[src/rtl/dmaRegBankPkg.sv]
package dmaRegBankPkg;
  localparam int CH_MAX = 32;
  localparam int IDX_W  = 5;
  localparam int ADDR_W = 8;
  localparam int DATA_W = 32;

  // channel word bit positions (software decodes these)
  localparam int CSR_RUN     = 31;
  localparam int CSR_NODESC  = 30;
  localparam int CSR_STOPIE  = 29;
  localparam int CSR_REQPEND = 8;
  localparam int CSR_STOPPED = 3;

  localparam logic [ADDR_W-1:0] ALIGN_OFS   = 8'hA0;
  localparam logic [ADDR_W-1:0] SUMMARY_OFS = 8'hF0;

  typedef enum logic [1:0] {RD_NONE, RD_CSR, RD_ALIGN, RD_SUMMARY} rdKind_e;

  typedef struct packed {
    logic [CH_MAX-1:0] csrWr;
    logic              alignWr;
    logic              runBit;
    logic              noDescBit;
    logic              stopIeBit;
    logic [2:0]        clrMask;
    logic [CH_MAX-1:0] alignBits;
    rdKind_e           rdKind;
    logic [IDX_W-1:0]  rdIdx;
  } regStrb_t;
endpackage

[src/rtl/dma_irq_regbank_ctrl.sv]
module dma_irq_regbank_ctrl
  import dmaRegBankPkg::*;
#(
  parameter int NUM_CH = 32
) (
  input  logic [ADDR_W-1:0] regAddr,
  input  logic              regWrEn,
  input  logic [DATA_W-1:0] regWrData,
  output regStrb_t          strb
);
  logic             wordAligned;
  logic             csrHit;
  logic [IDX_W-1:0] chIdx;

  always_comb begin
    wordAligned = (regAddr[1:0] == 2'b00);
    chIdx       = regAddr[IDX_W+1:2];
    csrHit      = wordAligned && !regAddr[ADDR_W-1] && (int'(chIdx) < NUM_CH);

    strb           = '0;
    strb.runBit    = regWrData[CSR_RUN];
    strb.noDescBit = regWrData[CSR_NODESC];
    strb.stopIeBit = regWrData[CSR_STOPIE];
    strb.clrMask   = regWrData[2:0];
    strb.alignBits = regWrData[CH_MAX-1:0];
    strb.rdIdx     = chIdx;

    if (csrHit) begin
      strb.rdKind = RD_CSR;
      if (regWrEn) strb.csrWr[chIdx] = 1'b1;
    end else if (regAddr == ALIGN_OFS) begin
      strb.rdKind  = RD_ALIGN;
      strb.alignWr = regWrEn;
    end else if (regAddr == SUMMARY_OFS) begin
      strb.rdKind = RD_SUMMARY;
    end
  end
endmodule

[src/rtl/dma_irq_regbank_dp.sv]
module dma_irq_regbank_dp
  import dmaRegBankPkg::*;
#(
  parameter int NUM_CH = 32
) (
  input  logic              clk,
  input  logic              rstN,
  input  regStrb_t          strb,
  input  logic [NUM_CH-1:0] evtStart,
  input  logic [NUM_CH-1:0] evtEnd,
  input  logic [NUM_CH-1:0] evtBusErr,
  input  logic [NUM_CH-1:0] evtStopLink,
  input  logic [NUM_CH-1:0] reqPend,
  output logic [DATA_W-1:0] regRdData,
  output logic [NUM_CH-1:0] chanRun,
  output logic [NUM_CH-1:0] chanNoDesc,
  output logic [NUM_CH-1:0] alignEn,
  output logic              irqOut
);
  logic [NUM_CH-1:0] pendSum;
  logic [NUM_CH-1:0] alignQ;
  logic [DATA_W-1:0] csrWord [NUM_CH];

  for (genvar i = 0; i < NUM_CH; i++) begin : g_ch
    logic       runR, noDescR, stopIeR, stoppedR;
    logic       runD, stoppedD;
    logic [2:0] flagR, flagD, clrSel;

    always_comb begin
      runD     = runR;
      stoppedD = stoppedR;
      if (strb.csrWr[i]) begin
        if (!strb.runBit) begin
          runD     = 1'b0;
          stoppedD = 1'b1;
        end else if (!runR) begin
          runD     = 1'b1;
          stoppedD = 1'b0;
        end
      end
      if (runR && evtStopLink[i]) begin
        runD     = 1'b0;
        stoppedD = 1'b1;
      end
      clrSel = strb.csrWr[i] ? strb.clrMask : 3'b000;
      flagD  = (flagR & ~clrSel) | {evtEnd[i], evtStart[i], evtBusErr[i]};
    end

    always_ff @(posedge clk or negedge rstN) begin
      if (!rstN) begin
        runR     <= 1'b0;
        noDescR  <= 1'b0;
        stopIeR  <= 1'b0;
        stoppedR <= 1'b1;
        flagR    <= 3'b000;
      end else begin
        runR     <= runD;
        stoppedR <= stoppedD;
        flagR    <= flagD;
        if (strb.csrWr[i]) begin
          noDescR <= strb.noDescBit;
          stopIeR <= strb.stopIeBit;
        end
      end
    end

    assign csrWord[i]  = {runR, noDescR, stopIeR, 20'b0, reqPend[i], 4'b0, stoppedR, flagR};
    assign pendSum[i]  = (|flagR) | (stoppedR & stopIeR);
    assign chanRun[i]    = runR;
    assign chanNoDesc[i] = noDescR;

    // a run write to a stopped channel starts it
    a_r3_start: assert property (@(posedge clk) disable iff (!rstN)
      strb.csrWr[i] && strb.runBit && !runR |=> runR && !stoppedR);
    // clearing run halts the channel
    a_r4_halt: assert property (@(posedge clk) disable iff (!rstN)
      strb.csrWr[i] && !strb.runBit |=> !runR && stoppedR);
    // stop link halts a running channel
    a_r5_stoplink: assert property (@(posedge clk) disable iff (!rstN)
      runR && evtStopLink[i] |=> !runR && stoppedR);
    // write-back with run set keeps a running channel running
    a_r7_no_restart: assert property (@(posedge clk) disable iff (!rstN)
      strb.csrWr[i] && strb.runBit && runR && !evtStopLink[i] |=> runR && !stoppedR);
    // an end event is never lost to a same-cycle clear
    a_r8_end_kept: assert property (@(posedge clk) disable iff (!rstN)
      evtEnd[i] |=> flagR[2]);
    // any set flag raises the combined interrupt
    a_r9_irq: assert property (@(posedge clk) disable iff (!rstN)
      (|flagR) |-> irqOut);
  end

  always_ff @(posedge clk or negedge rstN) begin
    if (!rstN) alignQ <= '0;
    else if (strb.alignWr) alignQ <= strb.alignBits[NUM_CH-1:0];
  end

  assign alignEn = alignQ;
  assign irqOut  = |pendSum;

  always_comb begin
    case (strb.rdKind)
      RD_CSR:     regRdData = csrWord[strb.rdIdx];
      RD_ALIGN:   regRdData = DATA_W'(alignQ);
      RD_SUMMARY: regRdData = DATA_W'(pendSum);
      default:    regRdData = '0;
    endcase
  end
endmodule

[src/rtl/dma_irq_regbank.sv]
module dma_irq_regbank
  import dmaRegBankPkg::*;
#(
  parameter int NUM_CH = 32
) (
  input  logic              clk,
  input  logic              rstN,
  input  logic [7:0]        regAddr,
  input  logic              regWrEn,
  input  logic [31:0]       regWrData,
  output logic [31:0]       regRdData,
  input  logic [NUM_CH-1:0] evtStart,
  input  logic [NUM_CH-1:0] evtEnd,
  input  logic [NUM_CH-1:0] evtBusErr,
  input  logic [NUM_CH-1:0] evtStopLink,
  input  logic [NUM_CH-1:0] reqPend,
  output logic [NUM_CH-1:0] chanRun,
  output logic [NUM_CH-1:0] chanNoDesc,
  output logic [NUM_CH-1:0] alignEn,
  output logic              irqOut
);
  regStrb_t strb;

  dma_irq_regbank_ctrl #(.NUM_CH(NUM_CH)) ctrl_i (
    .regAddr  (regAddr),
    .regWrEn  (regWrEn),
    .regWrData(regWrData),
    .strb     (strb)
  );

  dma_irq_regbank_dp #(.NUM_CH(NUM_CH)) dp_i (
    .clk        (clk),
    .rstN       (rstN),
    .strb       (strb),
    .evtStart   (evtStart),
    .evtEnd     (evtEnd),
    .evtBusErr  (evtBusErr),
    .evtStopLink(evtStopLink),
    .reqPend    (reqPend),
    .regRdData  (regRdData),
    .chanRun    (chanRun),
    .chanNoDesc (chanNoDesc),
    .alignEn    (alignEn),
    .irqOut     (irqOut)
  );
endmodule

[config.mk]
export PLATFORM = sky130hd
export DESIGN_NAME = dma_irq_regbank
export DESIGN_NICKNAME = d
export VERILOG_FILES = /design/src/rtl/dmaRegBankPkg.sv /design/src/rtl/dma_irq_regbank_ctrl.sv /design/src/rtl/dma_irq_regbank_dp.sv /design/src/rtl/dma_irq_regbank.sv
export SDC_FILE = /design/constraint.sdc
export NUM_CORES = 1
export LEC_CHECK = 0
export ABC_AREA = 0
export CAP_MARGIN = 40
export CORE_ASPECT_RATIO = 1.1
export CORE_MARGIN = 1
export CORE_UTILIZATION = 44
export CTS_CLUSTER_SIZE = 24
export DETAILED_ROUTE_END_ITERATION = 12
export PLACE_DENSITY_LB_ADDON = 0.15
export SLEW_MARGIN = 30
export SYNTH_ARGS = -nofsm -noshare
export SYNTH_HDL_FRONTEND = slang
export SYNTH_HIERARCHICAL = 1
export SYNTH_SLANG_ARGS = --single-unit
[constraint.sdc]
create_clock -name clk -period 3 [get_ports clk]
set_input_delay 0.6 -clock clk [delete_from_list [all_inputs] [get_ports clk]]
set_output_delay 0.6 -clock clk [all_outputs]
set_load 0.05 [all_outputs]
==> reports/summary.txt, run 1 <==
fraction of layout cells with a size suffix above 1 -> 0.342
r2r endpoint -> dp_i/g_ch[22].runR$_DFFE_PN0P_
synthesized flop and latch total -> 256
Clock power frac -> 0.350
Pint -> 6.84 mW
Clock Skew -> 6.94 ps
sequential fraction of the synthesis area -> 0.465
synthesized instance count -> 1258
pre-CTS setup slack -> -323 ps
Reg2Reg Launch Point -> dp_i/g_ch[22].runR$_DFFE_PN0P_
GPL Wtd Cong -> 0.929
syn_area_per_cell -> 11.0 um^2
Util after Layout -> 0.661
RSZ-0062 raised after global routing -> true
clk buf depth -> 3
Core Rows -> 67
CTS Root Cell -> clkbuf_16
setup violators final -> 17
io pins -> 332
asr flop ratio synth -> 1.00
ranking of synthesized cells by area -> dfrtp_1, mux2_2, dfstp_2
Cell Area, Placed -> 18700 um^2
period utilisation layout -> 1.03
antenna-violating nets left -> 0
Post-synth EDFFs -> 0
Commonest cells post-synth -> dfrtp_1, nand2_1, mux2_2
max_slew headroom -> 0.568
area fraction of the dominant cell type after synthesis -> 0.404
Power Density -> 476 nW/um^2
crit-path max cell delay -> 600 ps
DRT met1 WL -> 20800 um
Comb power frac -> 0.208
Reg power frac -> 0.442
top-count cell post-synth -> dfrtp_1
post-route cell area -> 20300 um^2
final cell count without fillers -> 2055
Total GRT Usage -> 0.315
area grow syn2layout -> 46.8%
clk_lat worst skew -> 550 ps
max layer used -> met5
WL per Instance -> 24.7 um
Min Hold Slack -> -5.33 ps
metal2 WL -> 24300 um
Critical Path AT -> 2490 ps
nets@finish -> 1825
area leader, netlist -> dfrtp_1
die area -> 32200 um^2
post-synthesis cell area -> 13900 um^2
CP endpoint -> irqOut
TritonCTS Buffers -> 28
cell depth of the worst flop-to-flop path -> 3
Worst VDD drop -> 435 uV
critical path launch point type -> register
Sw Share -> 0.294
initial antenna violation count -> 1
P_sw -> 2.85 mW
Leak -> 7.89 nW
min Tclk post-route -> 3090 ps
Initial Util -> 0.451
Hold WC Path Type -> in2async
failing checks -> negative hold slack, negative setup slack
most used cell along the critical path -> and4_1
final worst slack -> -94.1 ps
Via Count -> 11974
Hold Vio Cnt, Final -> 3
Synth Flop Type -> dfrtp_1
critical path type -> reg2out
largest net degree at the start of global routing -> 70
WP data required -> 2400 ps
Clock Sinks -> 256
layout filler cell count -> 2390
ANT cells -> 0
R2R setup slack -> 2020 ps
Synth warnings -> 6
Clk pin slew, worst setup/hold paths -> 60 ps
DIE WIDTH -> 171 um
Post-Route WL -> 50700 um
vias per cell -> 5.83
max-slew violation count -> 0
total core area -> 30800 um^2
post-cts hold buffer count -> 0
actual slew at the worst max-slew pin -> 632 ps
die span in y -> 188 um
vias in the first global route -> 12128
IO Port Bufs -> 331
total power -> 9.69 mW
crit-path cells -> a2111oi_0, buf_4, and4_1, and4_1, nand2_2, buf_6
final global-route overflow total -> 0
DPL Wire Length -> 37600 um
global-route wire length before repair -> 75400 um
nature of the critical path endpoint -> primary output
maxcap violations -> 0
worst-path maximum fanout -> 3
drt drc -> 0
FMAX -> 0.323 GHz
status -> finished, violations left
met3 routed WL -> 3680 um
Distinct cells, synth -> 49
Placed Cells incl. Taps -> 1972
total negative slack -> -422 ps
syn nets -> 1461
clock tree from TritonCTS -> built
1st-iter DRT viols -> 1015
H-Tree Depth -> 1
Critical-path top delay cell -> a2111oi_0
CP startpoint -> dp_i/g_ch[5].flagR[2]$_DFF_PN0_
DRT Pass-1 Iters -> 7
## power by group through the flow
| stage | clock (mW) | sequential, mW | combinational, mW |
|---|---|---|---|
| finish | 3.39 | 4.29 | 2.02 |
| global route | 3.57 | 4.32 | 2.12 |
| CTS | 3.45 | 4.27 | 1.97 |
| detailed placement | 0 | 4.30 | 1.89 |
| global placement | 0 | 4.29 | 1.87 |
| floorplan | 0 | 4.22 | 1.05 |
## state kept, by name, summed over array words and instances, names as in the netlist
signal / count
dp_i/g_ch.runR: 32
dp_i/alignEn: 32
dp_i/g_ch.flagR: 96
dp_i/g_ch.stoppedR: 32
dp_i/g_ch.stopIeR: 32
dp_i/g_ch.noDescR: 32
## routing by layer
layer,global-route usage,up-vias
met1,0.428,6097
met5,0,-
met2,0.510,582
met3,0.0498,96
met4,0.107,2
li1,-,5197
## area by class of cell
class / instances / area [um^2] / area share
Timing Repair Buffer: 538 / 5570 / 0.274
Tap cell: 414 / 518 / 0.0255
Clock buffer: 39 / 813 / 0.0400
Multi-Input combinational cell: 762 / 6780 / 0.333
Sequential cell: 256 / 6450 / 0.317
Inverter: 36 / 148 / 0.00726
Clock inverter: 10 / 75.1 / 0.00369
## critical path: cells and delay by family, from the launching register on
kind                   cells  cell delay (ps)
buffers and inverters      2              430
and+or+nand+nor            3              500
DFF                        1              400
AOI/OAI and AO/OA          1              600
## how the worst min path moves through the flow
stage                                         end  cells past startpoint                          startpoint
3_3_place_gp     dp_i/g_ch[13].flagR[0]$_DFF_PN0_                      1    dp_i/g_ch[13].flagR[0]$_DFF_PN0_
4_1_cts              dp_i/alignEn[28]$_DFFE_PN0P_                      1                                rstN
5_1_grt              dp_i/alignEn[23]$_DFFE_PN0P_                      1                                rstN
2_1_floorplan         dp_i/alignEn[0]$_DFFE_PN0P_                      0                                rstN
6_report             dp_i/alignEn[23]$_DFFE_PN0P_                      1                                rstN
3_5_place_dp   dp_i/g_ch[31].stoppedR$_DFFE_PN1P_                      2  dp_i/g_ch[31].stoppedR$_DFFE_PN1P_
## layout by cell type, fill, tap and decap left out, types with 6 or more instances in the layout
cell type,netlist,routed
dfstp_2,32,32
nor3_2,7,7
o21a_1,32,32
inv_1,35,35
nand4_1,6,6
buf_12,0,49
nand2_2,0,6
nor2_2,0,6
o22ai_1,20,16
mux2i_1,54,53
a2111oi_2,1,7
buf_6,5,19
nor2_4,0,6
a2111oi_4,0,8
nand2_1,143,137
clkbuf_16,0,30
clkdlybuf4s50_1,0,286
mux2_2,112,108
clkinv_2,0,9
buf_4,111,168
nor3_1,29,29
nor2_1,30,18
dfrtp_1,224,224
mux4_2,36,36
a2111oi_0,33,14
a211oi_4,0,24
a22oi_1,32,32
o21ai_0,41,37
a21o_1,96,96
## repair_timing
item                                    in CTS  in global routing
hold endpoints to repair                     0                  0
buffers inserted                            12                 17
pin swaps                                   35                 28
cloned                                       4                  1
gates resized for setup                     83                 33
endpoints found under the setup margin      33                 25
## kinds of logic after synthesis
family	Yosys count	synth area share
AO/OA/AOI/OAI	316	0.168
buffers and inverters	240	0.0990
flip-flops	256	0.465
multiplexers	202	0.188
AND/OR/NAND/NOR	244	0.0798
Power figures use the tool's default switching activity.
==> run 2: changes to the inputs <==
CORE_ASPECT_RATIO = 1.5   (was 1.1)
==> reports/summary.txt, run 2 (synthesized netlist as in run 1, its figures left out) <==
crit-path max cell delay -> 630 ps (+30 ps)
r2r endpoint -> dp_i/g_ch[22].runR$_DFFE_PN0P_
pre-CTS setup slack -> -328 ps (-4.80 ps)
die span in y -> 219 um (+17%)
clk_lat worst skew -> 550 ps (about the same)
status -> finished, violations left
initial antenna violation count -> 1 (unchanged)
Clock power frac -> 0.356 (+0.006)
period utilisation layout -> 1.04 (+0.00754)
critical path type -> reg2out
TritonCTS Buffers -> 26 (-7.1%)
die area -> 32200 um^2 (about the same)
io pins -> 332 (unchanged)
area grow syn2layout -> 45.3%
final worst slack -> -117 ps (-22.6 ps)
Via Count -> 11654 (-2.7%)
R2R setup slack -> 2010 ps (about the same)
met3 Usage GRT -> 0.0480 (-0.00179)
final global-route overflow total -> 0 (unchanged)
final cell count without fillers -> 2020 (-1.7%)
DIE WIDTH -> 147 um (-14%)
met1 Use GR -> 0.372 (-0.0563)
worst-path maximum fanout -> 3 (unchanged)
crit-path cells -> a2111oi_1, buf_4, and4_1, and4_1, nand2_2, buf_6
P_sw -> 2.85 mW (+0.17%)
Clk pin slew, worst setup/hold paths -> 70 ps (about the same)
Largest register FFs -> 96 (unchanged)
largest net degree at the start of global routing -> 72 (+2.9%)
total power -> 9.75 mW (+0.65%)
IO Port Bufs -> 331 (unchanged)
1st-iter DRT viols -> 722 (-29%)
Clock Sinks -> 256 (unchanged)
busiest grt layer -> met2
min Tclk post-route -> 3120 ps (+22.6 ps)
most used cell along the critical path -> and4_1
WP data required -> 2400 ps (about the same)
drt drc -> 0 (unchanged)
CTS Root Cell -> clkbuf_16
M2 GR Usage -> 0.544 (+0.0339)
actual slew at the worst max-slew pin -> 690 ps (+58.5 ps)
clk buf depth -> 3 (unchanged)
Clock Skew -> 8.73 ps (+1.79 ps)
vias in the first global route -> 11882 (-2.0%)
vias per cell -> 5.77 (-0.99%)
GPL Wtd Cong -> 0.933 (+0.52%)
layout filler cell count -> 2445 (+2.3%)
failing checks -> negative hold slack, negative setup slack
nets@finish -> 1798 (-1.5%)
Core Rows -> 79 (+18%)
setup violators final -> 13 (-4)
Hold Vio Cnt, Final -> 8 (+5)
cell depth of the worst flop-to-flop path -> 3 (unchanged)
DPL Wire Length -> 37100 um (-1.2%)
maxcap violations -> 0 (unchanged)
Initial Util -> 0.447 (-0.00394)
RSZ-0062 raised after global routing -> true
Comb power frac -> 0.205 (-0.003)
total core area -> 31000 um^2 (+0.88%)
Total GRT Usage -> 0.308 (-0.00630)
delay-heaviest family, CP -> compound AO/OA/AOI/OAI gates
H-Tree Depth -> 1 (unchanged)
Min Hold Slack -> -20.6 ps (-15.3 ps)
clock tree from TritonCTS -> built
Worst VDD drop -> 376 uV (-14%)
Reg power frac -> 0.439 (-0.003)
Pint -> 6.90 mW (+0.86%)
fraction of layout cells with a size suffix above 1 -> 0.341 (-0.00110)
nature of the critical path endpoint -> primary output
post-cts hold buffer count -> 0 (unchanged)
critical path launch point type -> register
Reg2Reg Launch Point -> dp_i/g_ch[22].runR$_DFFE_PN0P_
Placed Cells incl. Taps -> 1949 (-1.2%)
max-slew violation count -> 0 (unchanged)
Largest Register -> dp_i/g_ch.flagR
Power Density -> 484 nW/um^2 (+1.6%)
most common cell after layout, fill and taps aside -> clkdlybuf4s50_1
FMAX -> 0.321 GHz (-0.73%)
WL per Instance -> 24.6 um (-0.33%)
antenna-violating nets left -> 0 (unchanged)
most frequent cells in the layout -> clkdlybuf4s50_1, dfrtp_1, buf_4
Leak -> 7.77 nW (-1.6%)
global-route wire length before repair -> 73700 um (-2.2%)
Hold WC Path Type -> in2async
Critical-path top delay cell -> a2111oi_1
Sw Share -> 0.293 (-0.00143)
Post-Route WL -> 49600 um (-2.0%)
max_slew headroom -> 0.540 (-0.0281)
Critical Path AT -> 2520 ps (+30 ps)
DRT Pass-1 Iters -> 5 (-2)
Worst Path Buf+Inv -> 2 (unchanged)
-- run 2: repair_timing --
action                                  4_1_cts  5_1_grt
pin swaps                                    34       19
setup buffers                                21        1
cloned                                        2        0
resized for setup                            81       44
endpoints found under the setup margin       33       33
-- run 2: cell type report --
class	instances	area, um^2	area share
clock inverter	12	138	0.00683
timing repair buffer	513	5320	0.264
antenna	1	2.50	0.000124
sequential	256	6450	0.320
clock buffer	35	766	0.0380
tap	405	507	0.0251
multi-input combinational	762	6820	0.338
inverter	36	148	0.00733
-- run 2: routing by layer --
metal,part of all wire,wire length (um),vias to the layer above
li1,-,-,5138
met1,0.38,18900,5896
met2,0.51,25400,505
met3,0.064,3180,115
met4,0.043,2130,0
met5,0,0,-
-- run 2: power by group through the flow --
stage	combinational, mW	clock (mW)	sequential, mW
detailed placement	1.88	0	4.30
global route	2.11	3.64	4.32
global placement	1.86	0	4.30
finish	2.00	3.47	4.29
CTS	1.98	3.51	4.26
floorplan	1.05	0	4.22
-- run 2: worst max path at each step --
| stage | startpoint | slack, ps | depth (start not counted) | end |
|---|---|---|---|---|
| 6_report | dp_i/g_ch[2].flagR[0]$_DFF_PN0_ | -120 | 6 | irqOut |
| 4_1_cts | regAddr[2] | -60 | 8 | regRdData[2] |
| 5_1_grt | regAddr[2] | -110 | 10 | regRdData[2] |
| 2_1_floorplan | regAddr[2] | -40 | 9 | regRdData[30] |
| 3_3_place_gp | regAddr[1] | -290 | 7 | regRdData[28] |
| 3_5_place_dp | regAddr[1] | -330 | 7 | regRdData[25] |
-- run 2: metrics by stage --
stage                     TNS, ps  cell area (um^2)  utilization
after floorplan             -43.5             14400            -
after global placement     -10220             18600        0.599
after detailed placement   -11220             18600        0.599
after CTS                    -885             20000        0.645
after global routing         -910             20100        0.649
final                        -407             20100        0.649
-- run 2: worst reg2reg max path: stages, from the launching register on --
cell	delay [ps]
dfrtp_1	390
buf_4	150
a22oi_1	230
o21a_1	160
